## src/rtl/uart_flag_pkg.sv

```systemverilog
package uart_flag_pkg;

  typedef enum logic [1:0] {
    A_CTRL = 2'd0,
    A_STAT = 2'd1,
    A_TXD  = 2'd2,
    A_RXD  = 2'd3
  } reg_addr_e;

  typedef enum logic [2:0] {
    RX_IDLE, RX_START, RX_DATA, RX_PAR, RX_STOP
  } rx_state_e;

  localparam int unsigned F_TE = 0;
  localparam int unsigned F_RF = 1;
  localparam int unsigned F_FE = 2;
  localparam int unsigned F_PE = 3;
  localparam int unsigned F_OR = 4;
  localparam int unsigned NFLAG = 5;

  // even parity bit: makes the total count of ones even
  function automatic logic even_par(input logic [7:0] d);
    return ^d;
  endfunction

endpackage

```

## src/rtl/uart_os_tick.sv

```systemverilog
module uart_os_tick #(
  parameter int unsigned DIV = 4
) (
  input  logic clk,
  input  logic rst_n,
  output logic tick
);
  localparam int unsigned CW = (DIV > 1) ? $clog2(DIV) : 1;

  generate
    if (DIV == 1) begin : g_pass
      assign tick = 1'b1;
    end else begin : g_div
      logic [CW-1:0] cnt_q;
      localparam logic [CW-1:0] LAST = CW'(DIV - 1);
      always_ff @(posedge clk or negedge rst_n) begin
        if (!rst_n) cnt_q <= '0;
        else if (cnt_q == LAST) cnt_q <= '0;
        else cnt_q <= cnt_q + 1'b1;
      end
      assign tick = (cnt_q == LAST);
    end
  endgenerate
endmodule

```

## src/rtl/uart_rx_core.sv

```systemverilog
module uart_rx_core
  import uart_flag_pkg::*;
#(
  parameter int unsigned W  = 8,
  parameter int unsigned OS = 16
) (
  input  logic         clk,
  input  logic         rst_n,
  input  logic         tick,
  input  logic         rx_en,
  input  logic         par_en,
  input  logic         rxd,
  output logic         done,
  output logic [W-1:0] data,
  output logic         stop_bad,
  output logic         par_bad
);
  localparam int unsigned CW = $clog2(OS);
  localparam int unsigned IW = $clog2(W);
  localparam logic [CW-1:0] HALF = CW'(OS / 2 - 1);
  localparam logic [CW-1:0] LAST = CW'(OS - 1);
  localparam logic [IW-1:0] IDX_LAST = IW'(W - 1);

  logic s1_q, s2_q, s3_q;
  rx_state_e st_q;
  logic [CW-1:0] cnt_q;
  logic [IW-1:0] idx_q;
  logic [W-1:0]  sh_q;
  logic par_bit_q, par_en_q;
  logic done_q, stop_bad_q, par_bad_q;
  logic start_edge;

  assign start_edge = s3_q & ~s2_q;

  always_ff @(posedge clk or negedge rst_n) begin
    if (!rst_n) begin
      s1_q <= 1'b1; s2_q <= 1'b1; s3_q <= 1'b1;
    end else begin
      s1_q <= rxd; s2_q <= s1_q; s3_q <= s2_q;
    end
  end

  always_ff @(posedge clk or negedge rst_n) begin
    if (!rst_n) begin
      st_q <= RX_IDLE; cnt_q <= '0; idx_q <= '0; sh_q <= '0;
      par_bit_q <= 1'b0; par_en_q <= 1'b0;
      done_q <= 1'b0; stop_bad_q <= 1'b0; par_bad_q <= 1'b0;
    end else begin
      done_q <= 1'b0;
      if (!rx_en) begin
        st_q <= RX_IDLE;
      end else if (st_q == RX_IDLE) begin
        if (start_edge) begin
          st_q <= RX_START; cnt_q <= '0; par_en_q <= par_en;
        end
      end else if (tick) begin
        unique case (st_q)
          RX_START: begin
            if (cnt_q == HALF) begin
              cnt_q <= '0; idx_q <= '0;
              st_q  <= s2_q ? RX_IDLE : RX_DATA;
            end else cnt_q <= cnt_q + 1'b1;
          end
          RX_DATA: begin
            if (cnt_q == LAST) begin
              cnt_q <= '0;
              sh_q  <= {s2_q, sh_q[W-1:1]};
              if (idx_q == IDX_LAST) st_q <= par_en_q ? RX_PAR : RX_STOP;
              else idx_q <= idx_q + 1'b1;
            end else cnt_q <= cnt_q + 1'b1;
          end
          RX_PAR: begin
            if (cnt_q == LAST) begin
              cnt_q <= '0; par_bit_q <= s2_q; st_q <= RX_STOP;
            end else cnt_q <= cnt_q + 1'b1;
          end
          RX_STOP: begin
            if (cnt_q == LAST) begin
              cnt_q      <= '0;
              done_q     <= 1'b1;
              stop_bad_q <= ~s2_q;
              par_bad_q  <= par_en_q & (par_bit_q != even_par(sh_q));
              st_q       <= RX_IDLE;
            end else cnt_q <= cnt_q + 1'b1;
          end
          default: st_q <= RX_IDLE;
        endcase
      end
    end
  end

  assign done     = done_q;
  assign data     = sh_q;
  assign stop_bad = stop_bad_q;
  assign par_bad  = par_bad_q;


  rx_off_no_frame_chk: assert property (@(posedge clk) disable iff (!rst_n)
    !rx_en |=> !done_q);
endmodule

```

## src/rtl/uart_tx_core.sv

```systemverilog
module uart_tx_core
  import uart_flag_pkg::*;
#(
  parameter int unsigned W  = 8,
  parameter int unsigned OS = 16
) (
  input  logic         clk,
  input  logic         rst_n,
  input  logic         tick,
  input  logic         load,
  input  logic [W-1:0] load_data,
  input  logic         par_en,
  output logic         txd,
  output logic         busy
);
  localparam int unsigned CW = $clog2(OS);
  localparam int unsigned LW = $clog2(W + 3);
  localparam logic [CW-1:0] LAST = CW'(OS - 1);

  logic [W+1:0]  sh_q;
  logic [CW-1:0] cnt_q;
  logic [LW-1:0] left_q;
  logic busy_q, txd_q;

  always_ff @(posedge clk or negedge rst_n) begin
    if (!rst_n) begin
      sh_q <= '1; cnt_q <= '0; left_q <= '0; busy_q <= 1'b0; txd_q <= 1'b1;
    end else if (load) begin
      sh_q   <= {1'b1, (par_en ? even_par(load_data) : 1'b1), load_data};
      left_q <= par_en ? LW'(W + 2) : LW'(W + 1);
      cnt_q  <= '0;
      busy_q <= 1'b1;
      txd_q  <= 1'b0;
    end else if (busy_q && tick) begin
      if (cnt_q == LAST) begin
        cnt_q <= '0;
        if (left_q == '0) begin
          busy_q <= 1'b0; txd_q <= 1'b1;
        end else begin
          txd_q  <= sh_q[0];
          sh_q   <= {1'b1, sh_q[W+1:1]};
          left_q <= left_q - 1'b1;
        end
      end else cnt_q <= cnt_q + 1'b1;
    end
  end

  assign txd  = txd_q;
  assign busy = busy_q;


  tx_idle_high_chk: assert property (@(posedge clk) disable iff (!rst_n)
    !busy_q |-> txd_q);

  tx_no_reload_chk: assert property (@(posedge clk) disable iff (!rst_n)
    load |-> !busy_q);
endmodule

```

## src/rtl/uart_flagport.sv

```systemverilog
module uart_flagport
  import uart_flag_pkg::*;
#(
  parameter int unsigned DIV = 4,
  parameter int unsigned OS  = 16
) (
  input  logic       clk,
  input  logic       rst_n,
  input  logic       bus_rd,
  input  logic       bus_wr,
  input  logic [1:0] bus_addr,
  input  logic [7:0] bus_wdata,
  output logic [7:0] bus_rdata,
  input  logic       rxd,
  output logic       txd,
  output logic       irq_rx_full,
  output logic       irq_rx_err
);
  localparam int unsigned W = 8;

  logic ctl_rie_q, ctl_txe_q, ctl_rxe_q, ctl_par_q;
  logic [NFLAG-1:0] flg_q, arm_q, flg_set, flg_clr;
  logic [W-1:0] tx_data_q, rx_data_q, rx_byte;
  logic tick, rx_done, rx_stop_bad, rx_par_bad, tx_load, tx_busy;
  logic stat_rd, stat_wr;

  uart_os_tick #(.DIV(DIV)) u_tick (.clk(clk), .rst_n(rst_n), .tick(tick));

  uart_rx_core #(.W(W), .OS(OS)) u_rx (
    .clk(clk), .rst_n(rst_n), .tick(tick), .rx_en(ctl_rxe_q), .par_en(ctl_par_q),
    .rxd(rxd), .done(rx_done), .data(rx_byte), .stop_bad(rx_stop_bad),
    .par_bad(rx_par_bad));

  uart_tx_core #(.W(W), .OS(OS)) u_tx (
    .clk(clk), .rst_n(rst_n), .tick(tick), .load(tx_load), .load_data(tx_data_q),
    .par_en(ctl_par_q), .txd(txd), .busy(tx_busy));

  assign stat_rd = bus_rd && (bus_addr == A_STAT);
  assign stat_wr = bus_wr && (bus_addr == A_STAT);
  assign tx_load = ctl_txe_q && !flg_q[F_TE] && !tx_busy;

  always_comb begin
    flg_set       = '0;
    flg_set[F_TE] = tx_load | ~ctl_txe_q;
    flg_set[F_RF] = rx_done & ~flg_q[F_RF];
    flg_set[F_FE] = rx_done & rx_stop_bad;
    flg_set[F_PE] = rx_done & rx_par_bad;
    flg_set[F_OR] = rx_done & flg_q[F_RF];
    flg_clr       = {NFLAG{stat_wr}} & ~bus_wdata[NFLAG-1:0] & arm_q;
  end

  generate
    for (genvar i = 0; i < NFLAG; i++) begin : g_flag
      always_ff @(posedge clk or negedge rst_n) begin
        if (!rst_n) begin
          flg_q[i] <= (i == F_TE);
          arm_q[i] <= 1'b0;
        end else if (flg_set[i]) begin
          flg_q[i] <= 1'b1; arm_q[i] <= 1'b0;
        end else if (flg_clr[i]) begin
          flg_q[i] <= 1'b0; arm_q[i] <= 1'b0;
        end else if (stat_rd && flg_q[i]) begin
          arm_q[i] <= 1'b1;
        end
      end
    end
  endgenerate

  always_ff @(posedge clk or negedge rst_n) begin
    if (!rst_n) begin
      {ctl_par_q, ctl_rxe_q, ctl_txe_q, ctl_rie_q} <= '0;
      tx_data_q <= '0;
      rx_data_q <= '0;
    end else begin
      if (bus_wr && bus_addr == A_CTRL)
        {ctl_par_q, ctl_rxe_q, ctl_txe_q, ctl_rie_q} <= bus_wdata[3:0];
      if (bus_wr && bus_addr == A_TXD) tx_data_q <= bus_wdata;
      if (flg_set[F_RF]) rx_data_q <= rx_byte;
    end
  end

  always_comb begin
    unique case (bus_addr)
      A_CTRL:  bus_rdata = {4'b0, ctl_par_q, ctl_rxe_q, ctl_txe_q, ctl_rie_q};
      A_STAT:  bus_rdata = {3'b0, flg_q};
      A_RXD:   bus_rdata = rx_data_q;
      default: bus_rdata = '0;
    endcase
  end

  assign irq_rx_full = ctl_rie_q & flg_q[F_RF];
  assign irq_rx_err  = ctl_rie_q & (|flg_q[F_OR:F_FE]);


  rx_move_chk: assert property (@(posedge clk) disable iff (!rst_n)
    (rx_done && !flg_q[F_RF]) |=> (flg_q[F_RF] && rx_data_q == $past(rx_byte)));

  ovr_keep_chk: assert property (@(posedge clk) disable iff (!rst_n)
    (rx_done && flg_q[F_RF]) |=> (flg_q[F_OR] && $stable(rx_data_q)));

  fe_clear_armed_chk: assert property (@(posedge clk) disable iff (!rst_n)
    $fell(flg_q[F_FE]) |-> $past(arm_q[F_FE]));

  tx_load_empty_chk: assert property (@(posedge clk) disable iff (!rst_n)
    tx_load |=> (flg_q[F_TE] && tx_busy));

  te_held_chk: assert property (@(posedge clk) disable iff (!rst_n)
    !ctl_txe_q |=> flg_q[F_TE]);
endmodule

```

## config.mk

```make
export PLATFORM = sky130hd
export DESIGN_NAME = uart_flagport
export DESIGN_NICKNAME = d
export VERILOG_FILES = /design/src/rtl/uart_flag_pkg.sv /design/src/rtl/uart_os_tick.sv /design/src/rtl/uart_rx_core.sv /design/src/rtl/uart_tx_core.sv /design/src/rtl/uart_flagport.sv
export SDC_FILE = /design/constraint.sdc
export NUM_CORES = 1
export LEC_CHECK = 0
export ABC_AREA = 1
export ABC_CLOCK_PERIOD_IN_PS = 3600
export BUFFER_PORTS_ARGS = -buffer_cell sky130_fd_sc_hd__clkbuf_2
export CAP_MARGIN = 20
export CORE_ASPECT_RATIO = 1.75
export CORE_MARGIN = 2
export CORE_UTILIZATION = 62
export CTS_BUF_LIST = sky130_fd_sc_hd__clkbuf_4
export DETAILED_ROUTE_END_ITERATION = 16
export PLACE_DENSITY = 0.81
export RECOVER_POWER = 50
export SYNTH_ARGS = -nofsm -noshare
export SYNTH_HDL_FRONTEND = slang
export SYNTH_SLANG_ARGS = --single-unit
```

## constraint.sdc

```tcl
create_clock -name clk -period 3.6 [get_ports clk]
set_clock_uncertainty 0.05 [all_clocks]
set_input_delay 0.18 -clock clk [delete_from_list [all_inputs] [get_ports clk]]
set_output_delay 0.18 -clock clk [all_outputs]
set_load 0.01 [all_outputs]
```

==> qor.csv <==
stage,metric,value,unit
sta,slew_violations,78,
sta,grt_setup_unrepaired,no,
finish,n_antenna_cell,0,
detailed_routing,ant_nets,0,
logic_synthesis,synth_top_area_frac,0.4022,
critical_path,critPathTopFamily,flip-flops,
pwr,pwr-share-clk,0.277,
finish,final_common_cell,nand2_1,
pwr,p_leak,2.145,nW
logic_synthesis,synth_flop_cell,dfrtp_1,
die,initial_core_util,0.6342,
cts,insertion_delay,0.45,ns
detailed_routing,met1_length,3163,µm
cts,clock_sinks,77,
critical_path,slowest_stage,dfstp_2,
status,outcome,"finished, violations left",
finish,layout.nets,545,
finish,fin_util,0.7071,
critical_path,crit_arrival,2.26,ns
pwr,power_density,550.5,nW/µm²
critical_path,cp-end-kind,flop,
cts,post_cts.resized_instances,0,
sta,holdWs,0.09156,ns
min_path,hold_class,input port to flop,
logic_synthesis,ys_seq_area_frac,0.4960,
finish,area_growth,11.49,%
detailed_routing,drc_errors,0,
pwr,peakVddDrop,0.2715,mV
die,die_w,64.11,µm
die,ios,26,
critical_path,cp_max_fo,21,
detailed_routing,vias_per_cell,5.278,
global_route,grt_pass1_wl,13520,µm
global_route,grt_start_max_net_pins,78,
cts,clk_pin_slew,0.13,ns
finish,final_cell_area,4370,µm²
critical_path,worstPathCellList,inv_1 > nand2_2 > inv_2 > o21ai_4 > inv_2 > nand3b_1 > nand3_1,
pwr,power.internal,1.642,mW
pwr,sw_frac_of_total,0.3177,
global_route,track_usage,0.2518,
detailed_routing,wl_met2,4342,µm
critical_path,cpPeakStageDelay,0.55,ns
logic_synthesis,synth_nets,506,
logic_synthesis,yosys_warnings,0,
finish,final_cell_mix,"nand2_1, dfrtp_1, inv_1",
cts,postCtsSetupBuffers,0,
cts,cts_tree,built,
die,die_h,109.2,µm
logic_synthesis,avgSynthCellArea,8.099,µm²
cts,cts_buffers,9,
die,rows,38,
critical_path,worstSetupStartpoint,flg_q[0],
placement,hpwlAfterDp,5767,µm
pwr,seqPwrFrac,0.494,
detailed_routing,num_vias,3209,
placement,place.gp.congestion,0.8822,
die,die-area,6999,µm²
placement,io_buffer_count,25,
logic_synthesis,ys_ff_latch,77,
sta,fin_crit,1.990,ns
logic_synthesis,synth_area,3920,µm²
critical_path,cpMostUsedCell,inv_2,
sta,period_share,0.5529,
sta,worst_slew_pin_slew,1.828,ns
detailed_routing,drt_iter0_drc,191,
logic_synthesis,yosys.cell_types.count,38,
detailed_routing,highest_layer,met4,
critical_path,start_kind,flop,
global_route,grt_pass1_vias,3114,
detailed_routing,met3_length,219,µm
placement,place_area,4094,µm²
global_route,antenna_found_initial,0,
pwr,switchingPower,764.3,µW
cts,htreeDepth,3,
status,violations,"max-capacitance violations, max-slew violations",
detailed_routing,wl_per_cell,13.16,µm
flow_run,drv_cap,1,
logic_synthesis,async_reset_ff_frac,1.000,
detailed_routing,drt_wl_total,8002,µm
finish,layout-drive-gt1-share,0.1534,
pwr,pwr-share-comb,0.229,
sta,fmax,502.4,MHz
global_route,grt_overflow_total,0,
critical_path,critPathKind,flop to flop,
logic_synthesis,yosys-top-cells-area,"dfrtp_1, nand2_1, dfstp_2, o21ai_0, inv_1",
cts,cts_root_buf,clkbuf_4,
min_path,min_from,bus_rd,
logic_synthesis,synth_edf_count,0,
die,core,6181,µm²
detailed_routing,dr.pass1.iters,4,
logic_synthesis,synthCells,484,
critical_path,worst-path-buf-inv,3,
logic_synthesis,yosysTopAreaCell,dfrtp_1,
sta,relSlewSlack,-0.2186,
cts,hold_buffers,10,
critical_path,reg2reg_from,flg_q[0],
cts,cts_buffer_depth,2,
sta,hold_viol,0,
sta,setup_viol,0,
sta,finalSetupTns,0,ns
critical_path,required,3.87,ns
worst paths after layout:
kind / depth (start not counted) / slack, ns / endpoint
worst max-delay path: 7 / 1.61 / u_tx.left_q[3]
worst min-delay path: 5 / 0.09 / arm_q[0]
worst max register to register: 7 / 1.61 / u_tx.left_q[3]
worst min register to register: 0 / 0.33 / u_rx.s2_q
max in group asynchronous: 2 / 1.71 / u_rx.data[4]
min in group asynchronous: 2 / 0.69 / tx_data_q[6]
area by class of cell:
type	instances	area (µm²)
multi-input cells	333	1668
well taps	80	100.1
clock buffers	10	75.07
flip-flops and latches	77	1944
inverters	67	251.5
fillers	516	1810
repair buffers	35	221.5
clock inverters	6	110.1
Yosys cell counts (6+ instances only):
master and count:
nand3_1 24, dfrtp_1 63, nor2_1 28, nand4_1 6, ha_1 7, o21ai_0 49
inv_1 60, nand2_1 154, dfstp_2 14, o21ai_2 10, inv_2 7, a21oi_1 7
sequential cells by signal, indices dropped and copies added, names as in the netlist, 2 cells and up:
signal              cells
arm_q                   5
flg_q                   5
rx_data_q               8
tx_data_q               8
u_rx.cnt_q              4
u_rx.data               8
u_rx.idx_q              3
u_rx.st_q               3
u_tick.g_div.cnt_q      2
u_tx.cnt_q              4
u_tx.left_q             4
u_tx.sh_q               9
cells by family (layout without fill, tap and decap cells):
family / count (synthesis) / in the layout / share of synthesized area
compound gates: 82 / 82 / 0.1238
xor+xnor: 8 / 8 / 0.01787
fa+ha+maj: 7 / 7 / 0.02234
buf+inv: 74 / 118 / 0.07788
flops: 77 / 77 / 0.4960
mux: 1 / 1 / 0.002872
simple gates: 235 / 235 / 0.2592
power by group through the flow:
| stage | clock network, mW | logic, mW | registers, mW |
|---|---|---|---|
| after floorplan | 0 | 0.411 | 1.17 |
| after detailed placement | 0 | 0.542 | 1.20 |
| after global routing | 0.706 | 0.628 | 1.21 |
| after global placement | 0 | 0.513 | 1.20 |
| after CTS | 0.671 | 0.556 | 1.19 |
| final | 0.666 | 0.552 | 1.19 |
metrics by stage:
| stage | instances | power, mW | setup WS, ns |
|---|---|---|---|
| 2_1_floorplan | 484 | 1.579 | 2.192 |
| 6_report | 608 | 2.406 | 1.610 |
| 3_5_place_dp | 582 | 1.744 | 1.630 |
| 4_1_cts | 608 | 2.413 | 1.615 |
| 3_3_place_gp | 582 | 1.709 | 1.692 |
| 5_1_grt | 608 | 2.542 | 1.288 |
tightest hold or removal path, delay by kind of cell:
family	cells	cell delay (ns)
AND/OR/NAND/NOR	2	0.19
buffers and inverters	2	0.14
AO/OA/AOI/OAI	1	0.06
per-layer routing:
metal / global-route usage / up-vias
li1: - / 1621
met1: 0.2768 / 1506
met2: 0.4561 / 62
met3: 0.04747 / 20
met4: 0.1292 / 0
met5: 0 / -
No activity file was read; power rests on OpenSTA's default activity.
